--- src/rtl/gov_pkg.sv ---
package gov_pkg;

   typedef struct packed {
      logic gate;
      logic ovr;
      logic flt;
      logic rst;
      logic pg;
   } gov_stat_t;

   function automatic logic rise_of(input logic now_v, input logic prev_v);
      return now_v & ~prev_v;
   endfunction

endpackage

--- src/rtl/gov_sync.sv ---
module gov_sync #(
   parameter int   WIDTH   = 1,
   parameter int   STAGES  = 2,
   parameter logic RST_VAL = 1'b0
) (
   input  logic             clk,
   input  logic             rst_n,
   input  logic [WIDTH-1:0] d,
   output logic [WIDTH-1:0] q
);
   logic [WIDTH-1:0] chain [STAGES];

   genvar s;
   generate
      for (s = 0; s < STAGES; s++) begin : g_stage
         if (s == 0) begin : g_first
            always_ff @(posedge clk or negedge rst_n)
               if (!rst_n) chain[s] <= {WIDTH{RST_VAL}};
               else        chain[s] <= d;
         end else begin : g_next
            always_ff @(posedge clk or negedge rst_n)
               if (!rst_n) chain[s] <= {WIDTH{RST_VAL}};
               else        chain[s] <= chain[s-1];
         end
      end
   endgenerate

   assign q = chain[STAGES-1];
endmodule

--- src/rtl/gov_shdn_reg.sv ---
module gov_shdn_reg #(
   parameter int ADDR_W    = 4,
   parameter int SHDN_ADDR = 3
) (
   input  logic              clk,
   input  logic              rst_n,
   input  logic              s_hot,
   input  logic              wr,
   input  logic [ADDR_W-1:0] addr,
   input  logic              wbit,
   input  logic              fault_in,
   output logic              ovr_q,
   output logic              flt_q,
   output logic              host_rel
);
   localparam logic [ADDR_W-1:0] HIT_ADDR = ADDR_W'(SHDN_ADDR);

   logic hit;
   assign hit = wr && (addr == HIT_ADDR);

   // Clearing by the hot-side pin outranks every set source.
   always_ff @(posedge clk or negedge rst_n) begin
      if (!rst_n) begin
         ovr_q <= 1'b0;
         flt_q <= 1'b0;
      end else if (!s_hot) begin
         ovr_q <= 1'b0;
         flt_q <= 1'b0;
      end else begin
         if (hit)      ovr_q <= wbit;
         if (fault_in) flt_q <= 1'b1;
      end
   end

   // A release counts only when an override is actually dropped by the host.
   assign host_rel = hit && !wbit && ovr_q && s_hot;
endmodule

--- src/rtl/gov_restart.sv ---
module gov_restart (
   input  logic clk,
   input  logic rst_n,
   input  logic s_hot,
   input  logic host_rel,
   output logic restart_q
);
   import gov_pkg::*;

   logic s_hot_d;

   always_ff @(posedge clk or negedge rst_n) begin
      if (!rst_n) begin
         s_hot_d   <= 1'b0;
         restart_q <= 1'b0;
      end else begin
         s_hot_d   <= s_hot;
         restart_q <= rise_of(s_hot, s_hot_d) | host_rel;
      end
   end
endmodule

--- src/rtl/gate_ovr_ctl.sv ---
module gate_ovr_ctl #(
   parameter int ADDR_W      = 4,
   parameter int DATA_W      = 8,
   parameter int SHDN_ADDR   = 3,
   parameter int OVR_BIT     = 0,
   parameter int SYNC_STAGES = 2
) (
   input  logic              clk,
   input  logic              rst_n,
   input  logic              hot_mr_n,
   input  logic              cold_mr_n,
   input  logic              reg_wr,
   input  logic [ADDR_W-1:0] reg_addr,
   input  logic [DATA_W-1:0] reg_wdata,
   input  logic              fault_in,
   input  logic              pg_in,
   output logic              gate_en,
   output logic              ovr_status,
   output logic              fault_alarm,
   output logic              restart,
   output logic              pg_out
);
   import gov_pkg::*;

   localparam int PIN_W = 2;

   generate
      if (SYNC_STAGES < 2) begin : g_bad_sync
         $error("gate_ovr_ctl: SYNC_STAGES must be at least 2");
      end
      if (OVR_BIT < 0 || OVR_BIT >= DATA_W) begin : g_bad_bit
         $error("gate_ovr_ctl: OVR_BIT outside data word");
      end
      if (SHDN_ADDR < 0 || SHDN_ADDR >= (1 << ADDR_W)) begin : g_bad_addr
         $error("gate_ovr_ctl: SHDN_ADDR outside address space");
      end
   endgenerate

   logic [PIN_W-1:0] pins_s;
   logic             s_hot, s_cold;
   logic             ovr_q, flt_q, host_rel, restart_q, pg_q;
   logic             unused_wdata;
   gov_stat_t        st;

   gov_sync #(.WIDTH(PIN_W), .STAGES(SYNC_STAGES), .RST_VAL(1'b0)) u_sync (
      .clk   (clk),
      .rst_n (rst_n),
      .d     ({hot_mr_n, cold_mr_n}),
      .q     (pins_s)
   );
   assign s_hot  = pins_s[1];
   assign s_cold = pins_s[0];

   gov_shdn_reg #(.ADDR_W(ADDR_W), .SHDN_ADDR(SHDN_ADDR)) u_reg (
      .clk      (clk),
      .rst_n    (rst_n),
      .s_hot    (s_hot),
      .wr       (reg_wr),
      .addr     (reg_addr),
      .wbit     (reg_wdata[OVR_BIT]),
      .fault_in (fault_in),
      .ovr_q    (ovr_q),
      .flt_q    (flt_q),
      .host_rel (host_rel)
   );

   gov_restart u_rst (
      .clk       (clk),
      .rst_n     (rst_n),
      .s_hot     (s_hot),
      .host_rel  (host_rel),
      .restart_q (restart_q)
   );

   always_ff @(posedge clk or negedge rst_n)
      if (!rst_n) pg_q <= 1'b0;
      else        pg_q <= pg_in & s_cold;

   assign unused_wdata = ^reg_wdata;

   always_comb begin
      st.gate = s_hot & ~ovr_q & ~flt_q;
      st.ovr  = ovr_q;
      st.flt  = flt_q;
      st.rst  = restart_q;
      st.pg   = pg_q;
   end

   assign gate_en     = st.gate;
   assign ovr_status  = st.ovr;
   assign fault_alarm = st.flt;
   assign restart     = st.rst;
   assign pg_out      = st.pg;
endmodule

--- config.mk ---
export PLATFORM = sky130hd
export DESIGN_NAME = gate_ovr_ctl
export DESIGN_NICKNAME = d
export VERILOG_FILES = /design/src/rtl/gov_pkg.sv /design/src/rtl/gov_sync.sv /design/src/rtl/gov_shdn_reg.sv /design/src/rtl/gov_restart.sv /design/src/rtl/gate_ovr_ctl.sv
export SDC_FILE = /design/constraint.sdc
export NUM_CORES = 1
export LEC_CHECK = 0
export ABC_CLOCK_PERIOD_IN_PS = 1050
export CORE_AREA = 2 2 39 41
export CTS_BUF_LIST = sky130_fd_sc_hd__clkbuf_2 sky130_fd_sc_hd__clkbuf_4 sky130_fd_sc_hd__clkbuf_8
export CTS_CLUSTER_DIAMETER = 100
export DETAILED_ROUTE_END_ITERATION = 8
export DIE_AREA = 0 0 41 43
export DONT_BUFFER_PORTS = 1
export HOLD_SLACK_MARGIN = 0.06
export PLACE_DENSITY = 0.34
export SLEW_MARGIN = 20
export SYNTH_ARGS = -nofsm -noshare
export SYNTH_HDL_FRONTEND = slang
export SYNTH_HIERARCHICAL = 1
export SYNTH_SLANG_ARGS = --single-unit
export TNS_END_PERCENT = 30
--- constraint.sdc ---
create_clock -name clk -period 1.05 [get_ports clk]
set_input_delay 0.21 -clock clk [delete_from_list [all_inputs] [get_ports clk]]
set_output_delay 0.21 -clock clk [all_outputs]
set_load 0.005 [all_outputs]
# Word-level counts from Yosys, hierarchy flattened
# Cells that the tools add are included.
dict set report word_totals {
  register_bits 9
  out_inout_bits 5
  wordCells 27
}
dict set report classes {
  n_eq_ne 3
  muxes 4
  bitwise_logic 8
  n_reduce_logical 5
}
# operator n
set op_table {}
lappend op_table {{$and 1x1->1} 4}
lappend op_table {{$eq 4x2->1 const B} 1}
lappend op_table {{$logic_and 1x1->1} 4}
lappend op_table {{$mux 1} 4}
lappend op_table {{$not 1->1} 3}
lappend op_table {{$ne 2x1->1 const B} 1}
lappend op_table {{$ne 2x2->1 const B} 1}
lappend op_table {{$logic_not 1->1} 1}
lappend op_table {{$or 1x1->1} 1}

# Logic depth before layout (Yosys ltp)
# Gate-level depths: netlist of the first run.
dict set report logic_depth {
  ltp_word 6
  ltp_mapped 4
  ltp_nobuf 4
}

# Hierarchy
# Netlist of the first run, hierarchy kept.
# module n_inst cells_each area_per_inst_um2 seq_area_each_um2
set modules_own_cells {}
lappend modules_own_cells {gov_sync 1 6 115.1 100.1}
lappend modules_own_cells {gov_shdn_reg 1 9 90.1 50.0}
lappend modules_own_cells {gov_restart 1 4 61.3 50.0}
lappend modules_own_cells {gate_ovr_ctl 1 3 43.8 25.0}

# Worst setup path before layout of the first run
# OpenSTA, ideal clock, no wires.
dict set report synth_timing {
  kind {reg-to-reg}
  start {register u_sync.chain, in the netlist u_sync/q[1]}
  end {register u_rst.restart_q}
  setup_time_ps 118
  t_arrival_ps 723
  path_slack_ps 209
  path_stages_with_launch 5
  path_cell_list {dfrtp_1 -> buf_4 -> nand2_1 -> nor3_1 -> a21o_1}
}
dict set report synth_between {
  elab_chain_len 2
  word_cells_on_any_way 3
  classes_between {bitwise: 2; reduce/logical: 1}
}
# item line
set synth_rtl {}
lappend synth_rtl {{from (decl)} gov_sync.sv:11} ;# logic [WIDTH-1:0] chain [STAGES];
lappend synth_rtl {{from (signal, indexed assignment)} gov_sync.sv:22} ;# if (!rst_n) chain[s] <= {WIDTH{RST_VAL}};
lappend synth_rtl {{from (signal, indexed assignment)} gov_sync.sv:23} ;# else chain[s] <= chain[s-1];
lappend synth_rtl {{$logic_and 1x1->1} gov_shdn_reg.sv:36} ;# assign host_rel = hit && !wbit && ovr_q && s_hot;
lappend synth_rtl {{named net host_rel} gate_ovr_ctl.sv:41} ;# logic ovr_q, flt_q, host_rel, restart_q, pg_q;
lappend synth_rtl {{$or 1x1->1} gov_restart.sv:18} ;# restart_q <= rise_of(s_hot, s_hot_d) | host_rel;
lappend synth_rtl {{to (signal assigned)} gov_restart.sv:18}
lappend synth_rtl {{to (decl)} gov_restart.sv:6} ;# output logic restart_q
# The timed path passes the listed nets, and every way through them passes these cells.
# A chain may end at the register's enable or synchronous reset.

# Worst setup path after layout of the first run
dict set report layout_timing {
  start {register u_reg.flt_q}
  end {output gate_en}
}
dict set report layout_between {
  elab_chain_len 2
}
# item line
set layout_rtl {}
lappend layout_rtl {{from (decl)} gov_shdn_reg.sv:13} ;# output logic flt_q,
lappend layout_rtl {{from (signal assigned)} gov_shdn_reg.sv:25} ;# flt_q <= 1'b0;
lappend layout_rtl {{from (signal assigned)} gov_shdn_reg.sv:28} ;# flt_q <= 1'b0;
lappend layout_rtl {{from (signal assigned)} gov_shdn_reg.sv:31} ;# if (fault_in) flt_q <= 1'b1;
lappend layout_rtl {{$not 1->1} gate_ovr_ctl.sv:82} ;# st.gate = s_hot & ~ovr_q & ~flt_q;
lappend layout_rtl {{$and 1x1->1} gate_ovr_ctl.sv:82}
lappend layout_rtl {{to (decl)} gate_ovr_ctl.sv:17} ;# output logic gate_en,
# No other way between the ends.

==> metrics.csv, run 1 <==
stage,metric,value,unit
status,status,"finished, violations left",
status,violations,setup timing,
layout,diodes,0,
layout,drive_above_1_share,21.4,%
critical_path,start_kind,flop,
power,p_int,0.553,mW
floorplanning,start_util,22.4,%
routing,postRouteAntennaNets,0,
clock_network,clk_latency,250,ps
layout,fin_area,383,sq um
routing,wl_per_cell,10.4,um
layout,area_growth,23.4,%
routing,drt-pass1-iter-count,2,
clock_network,cts_resized,0,
critical_path,worstPathCellList,nor3b_2,
global_routing,grt_pass1_vias,197,
synth,synth_seq_area_share,72.6,%
synth,syn_avg_cell_area,14.1,sq um
global_routing,grt_pass1_wl,862,um
place,portBuffers,0,
power,power_switching,0.136,mW
synth,yosys.area.top_type_share,72.6,%
clock_network,cts.sinks,9,
routing,wirelength,456,um
floorplanning,io_pins,24,
power,switching_share,19.7,%
global_routing,grt_antenna_before_repair,0,
sta,finalSetupViolCount,1,
layout,fillers,154,
floorplanning,dieWidth,41,um
synth,synthTopCellsByCount,"dfrtp_1 (9), buf_4 (2), nand2_1 (2)",
clock_network,cts.clk_slew.worst_paths,60,ps
layout,multi_input_area,66.3,sq um
min_path,whs_path_depth,2,
clock_network,cts_tree,built,
flow_run,drv_cap,0,
routing,vias_per_cell,3.91,
synth,synth_top_area_cell,dfrtp_1,
place,place_area,315,sq um
global_routing,track_usage,8.20,%
synth,async_reset_ff_share,100,%
place,dp.cells,36,
power,ir_drop,0.598,mV
synth,yosysUniqueCellTypes,12,
critical_path,required,840,ps
routing,via_count,172,
power,p_leak,0.185,nW
floorplanning,die_y,43,um
clock_network,clockRootBuffer,clkbuf_4,
critical_path,cp.buffers_inverters,0,
synth,synth_area_leaders,"dfrtp_1 (73%), buf_4 (4.8%), nor3b_2 (4.0%)",
place,gp_congestion,0.572,
sta,tns,-35.4,ps
critical_path,path_max_fanout,3,
synth,synthCells,22,
floorplanning,core_area,0.00138,sq mm
critical_path,worst_path_max_delay_cell,dfrtp_1,
power,power.density,1800,mW/mm^2
global_routing,grt_max_degree,10,
sta,fmaxAchievable,921,MHz
synth,ys_ff_latch,9,
sta,min_period_over_period,103,%
critical_path,crit_family,flip-flops,
critical_path,cp-end-kind,output pin,
layout,fin_util,27.7,%
sta,rsz0062_at_grt,true,
critical_path,worstPathArrival,880,ps
power,finalPower,0.689,mW
floorplanning,rows,14,
routing,initialDrtViolationCount,1,
routing,drc_errors,0,
synth,synth_area,310,sq um
layout,seqCellArea,225,sq um
sta,post-route-min-period,1090,ps
critical_path,critPathMaxStageDelay,410,ps
synth,synth-edff-count,0,
power,seqPwrFrac,53.9,%
layout,finalNonFillerCells,44,
power,combPwrFrac,4.7,%
clock_network,cts_buffers,3,
critical_path,critical_path_class,flop to output pin,
sta,worst_pin_slew,404,ps
min_path,hold_class,primary input to flop,
power,p_clk_share,41.4,%
clock_network,htree_levels,1,
place,dp_hpwl,340,um
synth,ys.flop_type,dfrtp_1,
critical_path,worst-path-stages,1,
clock_network,clock_path_buffers,2,
layout,final_nets,48,
sta,slew_viol_final,0,
critical_path,rr_worst_depth,4,
sta,setup_ws,-35.4,ps
sta,finalHoldViolations,0,
floorplanning,die_area,0.00176,sq mm
synth,yosysWarnings,6,
sta,clock_skew,0.740,ps
global_routing,overflow,0,
sta,relSlewSlack,73.0,%
synth,synth.most_common_cell,dfrtp_1,
synth,synth_nets,41,
## cell usage in the layout (no fill, tap or decap)
cell type | Yosys | routed
nor2_1 | 1 | 1
nand4_1 | 1 | 1
o21a_1 | 1 | 1
mux2i_1 | 1 | 1
clkbuf_4 | 0 | 4
nor3b_2 | 1 | 1
dfrtp_1 | 9 | 9
nand2_1 | 2 | 2
inv_1 | 1 | 1
and2_1 | 1 | 1
nor3_1 | 1 | 1
a21o_1 | 1 | 1
dlygate4sd3_1 | 0 | 3
buf_4 | 2 | 1
## per-stage QoR
step                worst slack [ps]  hold WS, ps
finish                         -35.4         84.4
global route                    -102         68.0
CTS                            -64.1         72.2
detailed placement               217        -85.3
global placement                 220        -85.4
floorplan                        209        -85.6
## power by group through the flow
stage	registers [mW]	clock network, mW	logic (mW)
global placement	0.380	0	0.0129
CTS	0.371	0.307	0.0337
global route	0.373	0.332	0.0382
floorplan	0.376	0	0.0188
finish	0.371	0.286	0.0324
detailed placement	0.380	0	0.0133
## area by class of cell
type	instances	share of cell area, %
timing repair buffer	4	9.80
sequential	9	58.8
multi-input combinational	10	17.3
inverter	1	0.980
clock buffer	4	7.84
tap	16	5.23
## routing by layer
layer,up-vias,GRT usage [%],wire (um)
li1,82,-,-
met1,82,7.92,157
met2,8,10.3,252
met3,0,7.85,47
met4,0,6.00,0
met5,-,0,0
## registers in the layout, indices dropped and copies added (netlist names)
| signal | cells |
|---|---|
| pg_out | 1 |
| u_rst/s_hot_d | 1 |
| u_rst/restart_q | 1 |
| u_reg/ovr_q | 1 |
| u_reg/flt_q | 1 |
| u_sync/q | 2 |
| u_sync/chain | 2 |
## logic make-up (layout without fill, tap and decap cells)
group,Yosys count,in the layout,synth area share [%]
flops,9,9,72.6
simple gates,7,7,13.3
buf+inv,3,9,6.05
compound gates,2,2,4.84
mux,1,1,3.23
## final timing paths
path / start / endpoint / slack (ps)
min: reg_wdata[0] / u_reg/ovr_q$_DFFE_PN0P_ / 80
max in group asynchronous: rst_n / u_reg/flt_q$_DFFE_PN0P_ / 450
min in group asynchronous: rst_n / pg_out$_DFF_PN0_ / 320
min reg2reg: u_sync/chain[2]$_DFF_PN0_ / u_sync/q[0]$_DFF_PN0_ / 350
max: u_reg/flt_q$_DFFE_PN0P_ / gate_en / -40
max reg2reg: u_sync/q[1]$_DFF_PN0_ / u_rst/restart_q$_DFF_PN0_ / 150
## what timing repair did
| item | 4_1_cts | 5_1_grt |
|---|---|---|
| setup endpoints to repair | 1 | 1 |
| hold endpoints to repair | 11 | 0 |
| hold buffers | 3 | 0 |
| buffers inserted | 1 | 0 |
(Power assumes the default switching activity.)
==> run 2, diff against run 1 <==
--- a/config.mk
+++ b/config.mk
@@ -17,6 +17,5 @@
 export SLEW_MARGIN = 20
 export SYNTH_ARGS = -nofsm -noshare
 export SYNTH_HDL_FRONTEND = slang
-export SYNTH_HIERARCHICAL = 1
 export SYNTH_SLANG_ARGS = --single-unit
 export TNS_END_PERCENT = 30
==> run 2 against run 1 <==
The run still ends with setup timing left. Critical endpoint unchanged. First-iteration DRC count decreased by 100%. Final area is 3.9% higher. Critical path type unchanged. Cell count is the same.
==> metrics.csv, run 2 <==
stage,metric,value,unit,change
status,status,"finished, violations left",,
status,violations,setup timing,,
synth,synthMuxAreaShare,0,%,-3.2 points
global_routing,overflow,0,,unchanged
sta,clock_skew,3.92,ps,+3.18 ps
synth,synthTopCellsByCount,"dfrtp_1 (9), and2_1 (2), nand2_1 (2)",,
layout,fin_util,28.8,%,+1.1 points
layout,layout_commonest_cell,dfrtp_1,,
layout,finalNonFillerCells,44,,unchanged
synth,synth_area,304,sq um,-2.0%
synth,ys.flop_type,dfrtp_1,,
routing,postRouteAntennaNets,0,,unchanged
critical_path,path_max_fanout,3,,unchanged
critical_path,startpoint,u_reg.flt_q$_DFFE_PN0P_,,
synth,synth_area_leaders,"dfrtp_1 (74%), o41ai_2 (5.3%), and2_1 (4.1%)",,
global_routing,globalRouteMet2Util,10.3,%,unchanged
synth,async_reset_ff_share,100,%,unchanged
routing,drt-pass1-iter-count,1,,-1
floorplanning,start_util,22.0,%,-0.45 points
synth,synth_top_area_cell,dfrtp_1,,
layout,drive_above_1_share,28.6,%,+7.1 points
clock_network,clk_latency,250,ps,about the same
critical_path,r2r_start,u_reg.ovr_q$_DFFE_PN0P_,,
layout,diodes,0,,unchanged
critical_path,critical_path_class,flop to output pin,,
critical_path,crit_end,gate_en,,
layout,final_cell_mix,"dfrtp_1 (8), clkbuf_4 (4), dlygate4sd3_1 (3), and2_1 (2), nand2_1 (2)",,
sta,relSlewSlack,73.2,%,+0.15 points
sta,rsz0062_at_grt,true,,
power,seqPwrFrac,54.1,%,+0.2 points
power,p_clk_share,40.6,%,-0.8 points
synth,synth-compound-area-share,12.8,%,+7.9 points
global_routing,grt_antenna_before_repair,0,,unchanged
global_routing,use_met1,7.64,%,-0.28 points
layout,area_growth,30.9,%,
critical_path,cp-end-kind,output pin,,
synth,synthCells,20,,-9.1%
synth,synth-xor-area-share,0,%,unchanged
layout,fin_area,398,sq um,+3.9%
place,portBuffers,0,,unchanged
routing,vias_per_cell,4.11,,+5.2%
clock_network,cts_tree,built,,
floorplanning,rows,14,,unchanged
sta,fmaxAchievable,917,MHz,-0.51%
critical_path,rr_worst_depth,3,,-1
sta,worst_pin_slew,401,ps,-2.32 ps
sta,finalSetupViolCount,1,,unchanged
sta,post-route-min-period,1090,ps,+5.59 ps
synth,synth_adder_area_share,0,%,unchanged
floorplanning,io_pins,24,,unchanged
critical_path,critPathMaxStageDelay,410,ps,about the same
sta,setup_ws,-41.0,ps,-5.59 ps
synth,ys_ff_latch,9,,unchanged
critical_path,required,840,ps,about the same
power,switching_share,19.3,%,-0.35 points
synth,syn_avg_cell_area,15.2,sq um,+7.8%
floorplanning,core_area,0.00138,sq mm,unchanged
synth,synth-edff-count,0,,unchanged
synth,synth_nets,39,,-4.9%
place,gp_congestion,0.603,,+5.5%
routing,via_count,181,,+5.2%
clock_network,htree_levels,1,,unchanged
sta,tns,-41.0,ps,-5.59 ps
global_routing,use_met3,8.90,%,+1.0 points
global_routing,grt_pass1_vias,202,,+2.5%
global_routing,busiest_layer,met2,,
power,p_int,0.555,mW,+0.26%
critical_path,crit_family,flip-flops,,
power,power_switching,0.133,mW,-2.0%
synth,yosysUniqueCellTypes,10,,-2
clock_network,cts.clk_slew.worst_paths,60,ps,about the same
routing,wirelength,467,um,+2.4%
critical_path,r2r_slack,90,ps,-60 ps
place,place_area,332,sq um,+5.2%
layout,final_nets,48,,unchanged
critical_path,regToRegEndpoint,u_rst.restart_q$_DFF_PN0_,,
flow_run,drv_cap,0,,unchanged
floorplanning,die_y,43,um,unchanged
synth,yosys.area.top_type_share,74.1,%,+1.5 points
routing,wl_per_cell,10.6,um,+2.4%
power,ir_drop,0.902,mV,+51%
clock_network,cts.sinks,9,,unchanged
clock_network,cts_buffers,3,,unchanged
routing,initialDrtViolationCount,0,,-1
routing,drc_errors,0,,unchanged
synth,synth_top_family_by_area,compound AO/OA/AOI/OAI gates,,
global_routing,grt_max_degree,10,,unchanged
critical_path,cp.buffers_inverters,0,,unchanged
synth,yosysWarnings,0,,-6
synth,yosys.area_share.simple,11.9,%,-1.4 points
critical_path,worstPathArrival,880,ps,about the same
clock_network,clockRootBuffer,clkbuf_4,,
critical_path,worst-path-stages,1,,unchanged
min_path,whs_path_depth,1,,-1
min_path,hold_class,primary input to flop,,
place,dp.cells,37,,+2.8%
sta,finalHoldViolations,0,,unchanged
critical_path,worst_path_max_delay_cell,dfrtp_1,,
synth,synth.most_common_cell,dfrtp_1,,
synth,synth_seq_area_share,74.1,%,+1.5 points
global_routing,grt_pass1_wl,841,um,-2.4%
sta,min_period_over_period,104,%,+0.53 points
clock_network,clock_path_buffers,2,,unchanged
power,power.density,1730,mW/mm^2,-3.9%
power,combPwrFrac,5.3,%,+0.6 points
critical_path,start_kind,flop,,
critical_path,worstPathCellList,nor3b_2,,
floorplanning,die_area,0.00176,sq mm,unchanged
sta,slew_viol_final,0,,unchanged
floorplanning,dieWidth,41,um,unchanged
global_routing,track_usage,7.71,%,-0.49 points
power,p_leak,0.171,nW,-7.9%
run 2: power groups by stage:
stage	logic [mW]	clock network, mW	registers, mW
after CTS	0.0377	0.298	0.372
after floorplan	0.0145	0	0.378
after detailed placement	0.0213	0	0.379
after global placement	0.0205	0	0.378
after global routing	0.0411	0.322	0.375
final	0.0363	0.280	0.372
run 2: final cells by class:
| class | instances | area [sq um] |
|---|---|---|
| Multi-Input combinational cell | 10 | 80.1 |
| Fill cell | 144 | 986 |
| Timing Repair Buffer | 4 | 37.5 |
| Clock buffer | 4 | 30.0 |
| Sequential cell | 9 | 226 |
| Inverter | 1 | 3.75 |
| Tap cell | 16 | 20.0 |
run 2: metrics by stage:
| stage | worst slack (ps) | hold WS (ps) | power [mW] |
|---|---|---|---|
| floorplan | 42.0 | -85.6 | 0.392 |
| global route | -97.3 | 68.4 | 0.738 |
| detailed placement | -10.9 | -85.4 | 0.400 |
| global placement | 3.86 | -85.4 | 0.399 |
| finish | -41.0 | 78.8 | 0.688 |
| CTS | -73.4 | 67.0 | 0.708 |
run 2: worst min-delay path by stage:
| stage | startpoint | to | slack, ps |
|---|---|---|---|
| finish | fault_in | u_reg.flt_q$_DFFE_PN0P_ | 80 |
| global route | fault_in | u_reg.flt_q$_DFFE_PN0P_ | 70 |
| CTS | fault_in | u_reg.flt_q$_DFFE_PN0P_ | 70 |
| detailed placement | rst_n | pg_out$_DFF_PN0_ | -90 |
| global placement | rst_n | pg_out$_DFF_PN0_ | -90 |
| floorplan | rst_n | pg_out$_DFF_PN0_ | -90 |
run 2: layer usage:
| metal | share of wire (%) | routed length [um] |
|---|---|---|
| met2 | 49 | 228 |
| met3 | 12 | 55 |
| met5 | 0 | 0 |
| met4 | 0 | 0 |
| met1 | 39 | 184 |
run 2: cell families after synthesis:
group | after synthesis
buffers and inverters | 1
AO/OA/AOI/OAI | 4
AND/OR/NAND/NOR | 6
flip-flops | 9
run 2: worst register-to-register path: stages, from the launching register on:
cell and delay [ps]:
dfrtp_2 400, inv_1 60, o41ai_2 290, and2_1 150
run 2: timing repair:
item                                    in CTS  in global routing
hold buffers                                 3                  0
pin swaps                                    1                  0
resized for setup                            1                  1
endpoints found under the hold margin       11                  0
endpoints found under the setup margin       1                  2
buffers inserted                             0                  0
==> run 3, diff against run 2 <==
--- a/config.mk
+++ b/config.mk
@@ -6,6 +6,7 @@
 export NUM_CORES = 1
 export LEC_CHECK = 0
 export ABC_CLOCK_PERIOD_IN_PS = 1050
+export CAP_MARGIN = 10
 export CORE_AREA = 2 2 39 41
 export CTS_BUF_LIST = sky130_fd_sc_hd__clkbuf_2 sky130_fd_sc_hd__clkbuf_4 sky130_fd_sc_hd__clkbuf_8
 export CTS_CLUSTER_DIAMETER = 100
@@ -14,6 +15,7 @@
 export DONT_BUFFER_PORTS = 1
 export HOLD_SLACK_MARGIN = 0.06
 export PLACE_DENSITY = 0.34
+export SETUP_SLACK_MARGIN = 0.5
 export SLEW_MARGIN = 20
 export SYNTH_ARGS = -nofsm -noshare
 export SYNTH_HDL_FRONTEND = slang
==> run 3 against run 2 <==
The flow finishes with violations (hold timing, setup timing). Die area is the same. Total power is 1.8% higher. Hold slack got worse by 140 ps. Clock skew down 2.0 ps. Maximum frequency is 1.8% lower. Non-clock buffer count fell by 1. Core utilization is 0.36 points higher. First-iteration DRC count grew 4. Via count increased by 1.1%.
==> metrics.csv, run 3 (synthesis results as in run 2) <==
stage,metric,value,unit,change
floorplanning,die_area,0.00176,sq mm,unchanged
sta,tns,-60.7,ps,-19.8 ps
critical_path,worst_path_max_delay_cell,dfrtp_1,,
critical_path,r2r_start,u_reg.ovr_q$_DFFE_PN0P_,,
sta,rsz0062_at_grt,true,,
sta,min_period_over_period,106,%,+1.9 points
clock_network,htree_levels,1,,unchanged
place,portBuffers,0,,unchanged
critical_path,start_kind,flop,,
routing,wl_per_cell,12.4,um,+17%
status,violations,"hold timing, setup timing",,
sta,finalSetupViolCount,1,,unchanged
sta,fmaxAchievable,900,MHz,-1.8%
critical_path,required,840,ps,about the same
floorplanning,die_y,43,um,unchanged
power,finalPower,0.701,mW,+1.8%
floorplanning,io_pins,24,,unchanged
sta,finalHoldViolations,11,,+11
critical_path,critical_path_class,flop to output pin,,
clock_network,cts.clk_slew.worst_paths,60,ps,about the same
layout,multi_input_area,87.6,sq um,+9.4%
clock_network,cts.sinks,9,,unchanged
critical_path,r2r_slack,90,ps,about the same
status,status,"finished, violations left",,
layout,area_growth,32.5,%,
power,seqPwrFrac,53.2,%,-0.9 points
layout,final_cell_mix,"dfrtp_1 (8), clkbuf_4 (4), and2_1 (2), nand2_1 (2), buf_6 (2)",,
clock_network,cts_hold_buf,1,,-2
layout,layout_commonest_cell,dfrtp_1,,
floorplanning,rows,14,,unchanged
clock_network,cts_buffers,3,,unchanged
critical_path,path_max_fanout,3,,unchanged
global_routing,grt_pass1_wl,938,um,+12%
routing,wirelength,534,um,+14%
layout,drive_above_1_share,40.7,%,+12 points
global_routing,grt_max_degree,10,,unchanged
routing,drc_errors,0,,unchanged
global_routing,overflow,0,,unchanged
place,gp_congestion,0.621,,+3.0%
floorplanning,start_util,22.0,%,unchanged
floorplanning,dieWidth,41,um,unchanged
global_routing,grt_pass1_vias,238,,+18%
layout,seqCellArea,226,sq um,unchanged
critical_path,rr_worst_depth,3,,unchanged
clock_network,clk_latency,250,ps,about the same
power,p_leak,0.181,nW,+6.1%
critical_path,worstPathArrival,900,ps,+20 ps
min_path,hold_class,primary input to asynchronous set/reset pin,,
power,ir_drop,0.534,mV,-41%
routing,via_count,183,,+1.1%
sta,clock_skew,1.89,ps,-2.02 ps
routing,vias_per_cell,4.26,,+3.5%
critical_path,critPathMaxStageDelay,420,ps,about the same
sta,slew_viol_final,0,,unchanged
critical_path,crit_family,flip-flops,,
sta,holdWs,-59.9,ps,-139 ps
power,p_int,0.557,mW,+0.43%
power,combPwrFrac,5.7,%,+0.4 points
sta,setup_ws,-60.7,ps,-19.8 ps
power,switching_share,20.5,%,+1.1 points
power,p_clk_share,41.2,%,+0.6 points
routing,postRouteAntennaNets,0,,unchanged
critical_path,cp.buffers_inverters,0,,unchanged
floorplanning,core_area,0.00138,sq mm,unchanged
critical_path,regToRegEndpoint,u_rst.restart_q$_DFF_PN0_,,
power,power_switching,0.143,mW,+7.7%
power,power.density,1740,mW/mm^2,+0.57%
critical_path,cp-end-kind,output pin,,
clock_network,clockRootBuffer,clkbuf_4,,
critical_path,worstPathCellList,nor3b_2,,
flow_run,drv_cap,0,,unchanged
routing,drt-pass1-iter-count,2,,+1
layout,final_nets,47,,-2.1%
global_routing,grt_antenna_before_repair,0,,unchanged
clock_network,cts_tree,built,,
routing,initialDrtViolationCount,4,,+4
layout,diodes,0,,unchanged
sta,worst_pin_slew,408,ps,+7.05 ps
global_routing,track_usage,8.50,%,+0.79 points
clock_network,clock_path_buffers,2,,unchanged
layout,fillers,138,,-4.2%
sta,relSlewSlack,72.8,%,-0.38 points
sta,post-route-min-period,1110,ps,+19.8 ps
==> run 3: layout make-up <==
type | instances | share of cell area (%)
Tap cell | 16 | 4.97
Inverter | 1 | 0.932
Sequential cell | 9 | 56.2
Timing Repair Buffer | 3 | 8.70
Multi-Input combinational cell | 10 | 21.7
Clock buffer | 4 | 7.45
==> run 3: power by group through the flow <==
stage                     combinational [mW]  clock (mW)  sequential (mW)
after global placement                0.0221           0            0.378
after CTS                             0.0350       0.306            0.373
after detailed placement              0.0230           0            0.379
final                                 0.0397       0.288            0.372
after global routing                  0.0449       0.330            0.375
after floorplan                       0.0159           0            0.378
==> run 3: worst max path at each step <==
| stage | from | endpoint | depth (start not counted) |
|---|---|---|---|
| after floorplan | reg_addr[3] | u_rst.restart_q$_DFF_PN0_ | 3 |
| after global placement | reg_addr[3] | u_rst.restart_q$_DFF_PN0_ | 3 |
| after detailed placement | reg_addr[3] | u_rst.restart_q$_DFF_PN0_ | 3 |
| after CTS | u_reg.ovr_q$_DFFE_PN0P_ | gate_en | 1 |
| after global routing | u_reg.ovr_q$_DFFE_PN0P_ | gate_en | 1 |
| final | u_reg.flt_q$_DFFE_PN0P_ | gate_en | 1 |
==> run 3: metrics by stage <==
stage               std cells  setup WS (ps)  utilization, %  instance area, sq um
floorplan                  20           70.7               -                   307
global placement           37           43.3            24.1                   334
detailed placement         37           29.8            24.1                   334
CTS                        42          -88.3            27.7                   383
global route               43           -110            29.1                   403
finish                     43          -60.7            29.1                   403
==> run 3: what timing repair did <==
action,CTS,global route
buffers inserted,0,1
gates resized for setup,2,4
pin swaps,3,1
hold endpoints to repair,11,11
setup endpoints to repair,10,19
==> run 3: per-layer routing <==
layer | routed length, um | global-route usage [%] | share of wire (%) | up-vias
met3 | 58 | 3.14 | 11 | 0
li1 | - | - | - | 83
met4 | 0 | 8.00 | 0 | 0
met2 | 285 | 11.6 | 53 | 10
met1 | 190 | 9.57 | 36 | 90
met5 | 0 | 0 | 0 | -
